<file path="src/rtl/bsf_pkg.sv">
package bsf_pkg;

    // Width of each programmable shift amount
    localparam int SHIFT_W  = 4;
    // Number of serial control bits carried per word
    localparam int CFG_BITS = 10 + 2 * SHIFT_W;

    // Bit slot of every control field within the control word
    localparam int SL_F_OFF  = 0;
    localparam int SL_B_ZERO = 1;
    localparam int SL_B_PLUS = 2;
    localparam int SL_A_ZERO = 3;
    localparam int SL_A_PLUS = 4;
    localparam int SL_C_OFF  = 5;
    localparam int SL_D_ZERO = 6;
    localparam int SL_D_PLUS = 7;
    localparam int SL_E_ZERO = 8;
    localparam int SL_E_PLUS = 9;
    localparam int SL_J      = 10;
    localparam int SL_K      = 10 + SHIFT_W;

    typedef logic [SHIFT_W-1:0] shamt_t;

    // Signed coefficient: zero forces 0, otherwise plus selects +1 / -1
    typedef struct packed {
        logic zero;
        logic plus;
    } tcoef_t;

    typedef struct packed {
        logic   f_off;
        tcoef_t b;
        tcoef_t a;
        logic   c_off;
        tcoef_t d;
        tcoef_t e;
        shamt_t j;
        shamt_t k;
    } sect_cfg_t;

    function automatic sect_cfg_t cfg_decode(input logic [CFG_BITS-1:0] raw);
        sect_cfg_t c;
        c.f_off  = raw[SL_F_OFF];
        c.b.zero = raw[SL_B_ZERO];
        c.b.plus = raw[SL_B_PLUS];
        c.a.zero = raw[SL_A_ZERO];
        c.a.plus = raw[SL_A_PLUS];
        c.c_off  = raw[SL_C_OFF];
        c.d.zero = raw[SL_D_ZERO];
        c.d.plus = raw[SL_D_PLUS];
        c.e.zero = raw[SL_E_ZERO];
        c.e.plus = raw[SL_E_PLUS];
        c.j      = raw[SL_J +: SHIFT_W];
        c.k      = raw[SL_K +: SHIFT_W];
        return c;
    endfunction

    // Control word giving every coefficient and shift the value zero
    function automatic logic [CFG_BITS-1:0] cfg_idle_raw();
        logic [CFG_BITS-1:0] r;
        r            = '0;
        r[SL_F_OFF]  = 1'b1;
        r[SL_B_ZERO] = 1'b1;
        r[SL_A_ZERO] = 1'b1;
        r[SL_C_OFF]  = 1'b1;
        r[SL_D_ZERO] = 1'b1;
        r[SL_E_ZERO] = 1'b1;
        return r;
    endfunction

endpackage

</file>
<file path="src/rtl/bsf_framer.sv">
module bsf_framer #(
    parameter int W = 24
) (
    input  logic                 clk,
    input  logic                 rst,
    input  logic                 wstart,
    output logic [$clog2(W)-1:0] slot,
    output logic                 first,
    output logic                 last
);
    localparam int             IW        = $clog2(W);
    localparam logic [IW-1:0]  LAST_SLOT = IW'(W - 1);

    logic [IW-1:0] cnt_q;

    always_comb begin
        slot  = wstart ? '0 : cnt_q;
        first = (slot == '0);
        last  = (slot == LAST_SLOT);
    end

    always_ff @(posedge clk) begin
        if (rst)       cnt_q <= '0;
        else if (last) cnt_q <= '0;
        else           cnt_q <= slot + 1'b1;
    end


    marker_align_chk: assert property (@(posedge clk) disable iff (rst)
        wstart |-> cnt_q == '0);

endmodule

</file>
<file path="src/rtl/bsf_addsub.sv">
module bsf_addsub
    import bsf_pkg::*;
(
    input  logic   clk,
    input  logic   rst,
    input  logic   first,
    input  logic   a,
    input  logic   b,
    input  tcoef_t tc,
    output logic   s
);
    logic opb;
    logic cin;
    logic cy_q;

    always_comb begin
        opb = tc.zero ? 1'b0 : (tc.plus ? b : ~b);
        // slot 0 starts from the reload value: 1 when subtracting
        cin = first ? (~tc.zero & ~tc.plus) : cy_q;
        s   = a ^ opb ^ cin;
    end

    always_ff @(posedge clk) begin
        if (rst) cy_q <= 1'b0;
        else     cy_q <= (a & opb) | (a & cin) | (opb & cin);
    end

endmodule

</file>
<file path="src/rtl/bsf_word_hold.sv">
module bsf_word_hold #(
    parameter int W    = 24,
    parameter int NTAP = 1,
    parameter int SW   = 4
) (
    input  logic                 clk,
    input  logic                 rst,
    input  logic                 bit_in,
    input  logic                 last,
    input  logic [$clog2(W)-1:0] slot,
    input  logic [NTAP*SW-1:0]   shamt,
    output logic [NTAP-1:0]      tap
);
    localparam int               IW   = $clog2(W);
    localparam int               SUMW = ((IW > SW) ? IW : SW) + 1;
    localparam logic [SUMW-1:0]  TOP  = SUMW'(W - 1);

    logic [W-1:0] col_q;
    logic [W-1:0] col_d;
    logic [W-1:0] hold_q;

    assign col_d = {bit_in, col_q[W-1:1]};

    always_ff @(posedge clk) begin
        if (rst) begin
            col_q  <= '0;
            hold_q <= '0;
        end else begin
            col_q <= col_d;
            if (last) hold_q <= col_d;
        end
    end

    // Each tap reads the held word shifted right, replicating the sign bit
    for (genvar g = 0; g < NTAP; g++) begin : g_tap
        logic [SUMW-1:0] sum;
        logic [IW-1:0]   idx;
        assign sum    = SUMW'(slot) + SUMW'(shamt[g*SW +: SW]);
        assign idx    = (sum > TOP) ? IW'(W - 1) : sum[IW-1:0];
        assign tap[g] = hold_q[idx];
    end


    hold_stable_chk: assert property (@(posedge clk) disable iff (rst)
        !last |=> $stable(hold_q));

endmodule

</file>
<file path="src/rtl/bsf_cfg_rx.sv">
module bsf_cfg_rx
    import bsf_pkg::*;
#(
    parameter int W = 24
) (
    input  logic                 clk,
    input  logic                 rst,
    input  logic                 cfg_in,
    input  logic [$clog2(W)-1:0] slot,
    input  logic                 last,
    output sect_cfg_t            cfg_s1,
    output sect_cfg_t            cfg_s2
);
    localparam int            IW    = $clog2(W);
    localparam logic [IW-1:0] NBITS = IW'(CFG_BITS);

    logic [CFG_BITS-1:0] raw_q;

    always_ff @(posedge clk) begin
        if (rst) begin
            raw_q  <= cfg_idle_raw();
            cfg_s1 <= cfg_decode(cfg_idle_raw());
            cfg_s2 <= cfg_decode(cfg_idle_raw());
        end else begin
            if (slot < NBITS) raw_q[slot] <= cfg_in;
            if (last) begin
                cfg_s1 <= cfg_decode(raw_q);
                cfg_s2 <= cfg_s1;
            end
        end
    end


    cfg_advance_chk: assert property (@(posedge clk) disable iff (rst)
        last |=> cfg_s2 == $past(cfg_s1));


    cfg_hold_chk: assert property (@(posedge clk) disable iff (rst)
        !last |=> $stable(cfg_s1));

endmodule

</file>
<file path="src/rtl/bsf_section.sv">
module bsf_section
    import bsf_pkg::*;
#(
    parameter int W = 24
) (
    input  logic clk,
    input  logic rst,
    input  logic wstart,
    input  logic cfg_in,
    input  logic zsrc_ext,
    input  logic x_n,
    input  logic zp_n,
    output logic z_n,
    output logic y_n,
    output logic tp1_n,
    output logic tp2_n
);
    localparam int IW = $clog2(W);

    logic [IW-1:0] slot;
    logic          first;
    logic          last;
    sect_cfg_t     cfg_s1;
    sect_cfg_t     cfg_s2;

    logic          x_bit;
    logic          x_gated;
    logic          zp_bit;
    logic          p_bit;
    logic [0:0]    q_tap;
    logic [1:0]    zh_tap;
    logic          z_bit;
    logic          z_gated;
    logic          cd_bit;
    logic          y_bit;

    bsf_framer #(.W(W)) u_framer (
        .clk(clk), .rst(rst), .wstart(wstart),
        .slot(slot), .first(first), .last(last)
    );

    bsf_cfg_rx #(.W(W)) u_cfg (
        .clk(clk), .rst(rst), .cfg_in(cfg_in), .slot(slot), .last(last),
        .cfg_s1(cfg_s1), .cfg_s2(cfg_s2)
    );

    // Stage 1: weighted sum of the input and the previous state
    always_comb begin
        x_bit   = ~x_n;
        x_gated = cfg_s1.f_off ? 1'b0 : x_bit;
        zp_bit  = zsrc_ext ? ~zp_n : z_bit;
        z_gated = cfg_s2.c_off ? 1'b0 : z_bit;
    end

    bsf_addsub u_add_p (
        .clk(clk), .rst(rst), .first(first),
        .a(x_gated), .b(zp_bit), .tc(cfg_s1.b), .s(p_bit)
    );

    // One word of storage for the sum and for the previous state
    bsf_word_hold #(.W(W), .NTAP(1), .SW(SHIFT_W)) u_hold_p (
        .clk(clk), .rst(rst), .bit_in(p_bit), .last(last), .slot(slot),
        .shamt(cfg_s2.j), .tap(q_tap)
    );

    bsf_word_hold #(.W(W), .NTAP(2), .SW(SHIFT_W)) u_hold_z (
        .clk(clk), .rst(rst), .bit_in(zp_bit), .last(last), .slot(slot),
        .shamt({cfg_s2.k, shamt_t'(0)}), .tap(zh_tap)
    );

    // Stage 2: new state and section output
    bsf_addsub u_add_z (
        .clk(clk), .rst(rst), .first(first),
        .a(q_tap[0]), .b(zh_tap[0]), .tc(cfg_s2.a), .s(z_bit)
    );

    bsf_addsub u_add_cd (
        .clk(clk), .rst(rst), .first(first),
        .a(z_gated), .b(zh_tap[0]), .tc(cfg_s2.d), .s(cd_bit)
    );

    bsf_addsub u_add_y (
        .clk(clk), .rst(rst), .first(first),
        .a(cd_bit), .b(zh_tap[1]), .tc(cfg_s2.e), .s(y_bit)
    );

    always_comb begin
        tp1_n = ~p_bit;
        tp2_n = ~q_tap[0];
        z_n   = ~z_bit;
        y_n   = ~y_bit;
    end


    tp1_silent_chk: assert property (@(posedge clk) disable iff (rst)
        (cfg_s1.f_off && cfg_s1.b.zero) |-> tp1_n);


    y_silent_chk: assert property (@(posedge clk) disable iff (rst)
        (cfg_s2.c_off && cfg_s2.d.zero && cfg_s2.e.zero) |-> y_n);

endmodule

</file>
<file path="config.mk">
export PLATFORM = sky130hd
export DESIGN_NAME = bsf_section
export DESIGN_NICKNAME = d
export VERILOG_FILES = /design/src/rtl/bsf_pkg.sv /design/src/rtl/bsf_framer.sv /design/src/rtl/bsf_addsub.sv /design/src/rtl/bsf_word_hold.sv /design/src/rtl/bsf_cfg_rx.sv /design/src/rtl/bsf_section.sv
export SDC_FILE = /design/constraint.sdc
export NUM_CORES = 1
export LEC_CHECK = 0
export BUFFER_PORTS_ARGS = -buffer_cell sky130_fd_sc_hd__buf_2
export CAP_MARGIN = 15
export CORE_AREA = 8 8 100 192
export CTS_CLUSTER_SIZE = 10
export DETAILED_ROUTE_END_ITERATION = 10
export DIE_AREA = 0 0 108 200
export SYNTH_ARGS = -nofsm -noshare
export SYNTH_HDL_FRONTEND = slang
export SYNTH_SLANG_ARGS = --single-unit
</file>
<file path="constraint.sdc">
create_clock -name clk -period 6.87 [get_ports clk]
set_input_delay 1.374 -clock clk [delete_from_list [all_inputs] [get_ports clk]]
set_output_delay 1.374 -clock clk [all_outputs]
set_load 0.05 [all_outputs]
</file>
==> flow_summary_export.csv <==
group,metric,value,unit
status,outcome,"complete, but fails checks",
status,violations,"negative setup slack",
logic_synthesis,synth.most_common_cell,"nand2_1",
power,ir_worst_vdd,0.144,mV
placed_design,dp.cells,960,
logic_synthesis,synthAdderAreaFrac,0.0333,
grt,grt_pass1_wl,25800,um
power,switchingPower,0.408,mW
logic_synthesis,synth_top_family_by_area,"simple AND/OR/NAND/NOR gates",
clock_network,insertion_delay,0.43,ns
worst_setup_path,critPathMaxStageDelay,0.59,ns
logic_synthesis,ys_seq_area_frac,0.471,
sta,fin_crit_sh,1.02,
cells_and_area,fillers,1596,
clock_network,ctsHtreeMaxLevel,4,
clock_network,cts_tree,"built",
worst_setup_path,cp_slowest_cell,"fa_2",
logic_synthesis,syn_area,6550,sq um
power,p_seq_frac,0.465,
power,p_leak,2.81,nW
cells_and_area,drive_gt1_frac,0.143,
worst_setup_path,critPathArrivalTime,5.62,ns
detailed_routing,ant_nets,0,
detailed_routing,wl_per_cell,15.5,um
grt,grt_max_degree,97,
sta,finalClockSkew,0.00811,ns
worst_setup_path,cp_cell_sequence,"buf_8, buf_6, nor2b_4, ha_4, nand4b_1, o2111ai_4, a211o_1, nand3_2, nor2_2, mux4_2, o221a_1, o41a_1, fa_2, nand2b_1, fa_1, inv_1, fa_1, clkinvlp_4, buf_8",
logic_synthesis,synth_area_leader_cell,"dfxtp_1",
worst_setup_path,required,5.50,ns
detailed_routing,wl,15400,um
clock_network,root_buffer,"clkbuf_16",
grt,grt-ovfl-total,0,
cells_and_area,num_antenna_cells,0,
worst_setup_path,crit_path_start_kind,"input pin",
sta,fmax,143,MHz
sta,tns,-0.202,ns
floorplanning,coreArea,16700,sq um
grt,grt_use_total,0.152,
worst_setup_path,reg2reg_slack,2.37,ns
sta,worstMarginPinSlew,0.953,ns
detailed_routing,first_pass_iters,5,
logic_synthesis,syn-num-nets,788,
floorplanning,die_w,108,um
logic_synthesis,synth_edf_count,0,
logic_synthesis,synth_cell_type_count,61,
sta,finalMaxSlewViolations,0,
logic_synthesis,synth_top_area_frac,0.471,
sta,relSlewSlack,0.364,
logic_synthesis,synth_common_cells,"187 x nand2_1, 154 x dfxtp_1, 92 x a21oi_1",
detailed_routing,drc,0,
sta,finalCriticalPeriod,6.99,ns
worst_setup_path,crit_type,"in2out",
logic_synthesis,synth_cells,766,
worst_setup_path,cp-startpoint,"wstart",
placed_design,hpwl,10300,um
sta,setup_viol,2,
power,pwr_density_cell,251,nW/um^2
grt,antenna_found_initial,0,
worst_setup_path,end_kind,"output pin",
power,p_clk_frac,0.505,
logic_synthesis,synth_xor_area_frac,0.0176,
floorplanning,rows,67,
cells_and_area,layoutNonFillerInstCount,996,
placed_design,io_buffers,10,
logic_synthesis,avgSynthCellArea,8.55,sq um
worst_setup_path,r2r-end,"u_hold_p.hold_q[23]",
worst_setup_path,crit_end,"y_n",
placed_design,gp_congestion,0.896,
job,maxCapViolCount,0,
worst_setup_path,reg2regPathDepth,18,
logic_synthesis,async_flop_share,0,
power,p_int,1.52,mW
logic_synthesis,synth.area.mux_share,0.0571,
clock_network,clk_path_buf_depth,2,
worst_setup_path,timing.rr.start,"u_framer.cnt_q[2]",
sta,grt_setup_unrepaired,"yes",
grt,grt_pass1_vias,5229,
floorplanning,die_area,21600,sq um
detailed_routing,via_count,5243,
floorplanning,start_util,0.392,
logic_synthesis,synth_warnings,0,
floorplanning,fp.dieH,200,um
logic_synthesis,synth-simple-area-share,0.247,
detailed_routing,vias_per_cell,5.26,
cells_and_area,area_delta_synth_final,17.5,%
detailed_routing,drt_iter0_drc,313,
logic_synthesis,synth_area_leaders,"dfxtp_1 47%, nand2_1 11%, a21oi_1 7.0%",
clock_network,path_clk_slew,0.06,ns
logic_synthesis,ys_seq_elements,154,
clock_network,hold_buffers,0,
floorplanning,io_pins,11,
worst_setup_path,path_max_fanout,5,
hold_path,worstHoldPathType,"reg2reg",
power,p_sw_frac,0.211,
logic_synthesis,synth_compound_area_frac,0.136,
logic_synthesis,synth-main-ff-cell,"dfxtp_1",
sta,fin_ws,-0.123,ns
power,p_comb_frac,0.030,
clock_network,clock-sinks,154,
cells_and_area,layout.nets,798,
sta,hold_viol_final,0,
clock_network,cts_buffers,17,
==> per-stage QoR <==
step	setup slack (ns)	total power, mW	utilization	hold slack (ns)	instance area [sq um]
global route	-0.270	1.99	0.461	0.459	7690
global placement	-0.173	0.971	0.418	0.428	6970
CTS	-0.196	1.95	0.459	0.448	7650
floorplan	-0.233	0.955	-	0.417	6660
finish	-0.123	1.93	0.461	0.444	7690
detailed placement	-0.247	0.971	0.418	0.435	6970
==> registers in the layout, summed over array words and instances, names as in the netlist <==
| signal | flops |
|---|---|
| u_hold_z.col_q | 23 |
| u_hold_p.col_q | 23 |
| u_framer.cnt_q | 5 |
| u_add_y.cy_q | 1 |
| u_add_z.cy_q | 1 |
| u_hold_z.hold_q | 24 |
| u_cfg.cfg_s2 | 15 |
| u_add_cd.cy_q | 1 |
| u_cfg.raw_q | 18 |
| u_cfg.cfg_s1 | 18 |
| u_hold_p.hold_q | 24 |
| u_add_p.cy_q | 1 |
==> metal layers <==
metal | global-route usage | share of wire | routed length (um) | up-vias
li1 | - | - | - | 2607
met1 | 0.150 | 0.39 | 6030 | 2500
met2 | 0.276 | 0.54 | 8360 | 98
met3 | 0.0289 | 0.025 | 382 | 38
met4 | 0.107 | 0.041 | 633 | 0
met5 | 0 | 0 | 0 | -
==> how the worst min path moves through the flow <==
stage | startpoint | to | slack [ns] | depth (start not counted)
after detailed placement | u_hold_z.col_q[1] | u_hold_z.hold_q[0] | 0.44 | 2
final | u_hold_z.col_q[1] | u_hold_z.hold_q[0] | 0.44 | 2
after floorplan | u_hold_p.col_q[1] | u_hold_p.hold_q[0] | 0.42 | 2
after global placement | u_hold_p.col_q[1] | u_hold_p.hold_q[0] | 0.43 | 2
after global routing | u_hold_z.col_q[1] | u_hold_z.hold_q[0] | 0.46 | 2
after CTS | u_hold_p.col_q[9] | u_hold_p.hold_q[8] | 0.45 | 2
==> logic make-up (layout without fill, tap and decap cells) <==
group	after synthesis	after routing
simple gates	347	347
flops	154	154
compound gates	149	149
buf+inv	62	85
mux	28	28
fa+ha+maj	15	15
xor+xnor	11	11
==> cell usage in the layout, fill, tap and decap left out, types with 5 or more instances in the layout <==
cell          n
nand2_1     186
dfxtp_1     154
a21oi_1      92
nor2b_1      48
nor2_1       36
buf_4        29
clkbuf_16    17
mux2i_1      16
o21ai_0      11
nand3b_1     11
nand2b_1      9
nor3_1        9
inv_1         8
nand3_1       8
or3_1         8
ha_1          8
mux4_2        7
buf_2         6
xnor2_1       5
nor4_1        5
a31oi_1       5
o211ai_1      5
clkinvlp_4    5
==> power by group through the flow <==
stage / logic (mW) / clock network, mW / registers [mW]
global route: 0.0619 / 1.03 / 0.898
global placement: 0.0533 / 0 / 0.917
floorplan: 0.0385 / 0 / 0.916
detailed placement: 0.0540 / 0 / 0.917
finish: 0.0570 / 0.976 / 0.898
CTS: 0.0563 / 0.998 / 0.898
==> final cells by class <==
class,count,area [sq um],area share
Multi-Input combinational cell,550,3360,0.437
Sequential cell,154,3080,0.401
Clock buffer,21,440,0.0572
Timing Repair Buffer,40,320,0.0416
Tap cell,207,259,0.0337
Clock inverter,11,171,0.0223
Inverter,13,60.1,0.00781
==> critical path: cells and delay by family <==
family	cells	cell delay [ns]
AND/OR/NAND/NOR	5	0.52
multiplexers	1	0.28
buffers and inverters	5	0.53
adder cells (fa/ha/maj)	4	1.88
AO/OA/AOI/OAI	4	1.02
==> timing repair <==
| item | CTS | global route |
|---|---|---|
| gates resized for setup | 13 | 6 |
| endpoints found under the setup margin | 2 | 2 |
| pin swaps | 2 | 4 |
| setup buffers | 2 | 2 |
Power figures use the tool's default switching activity.
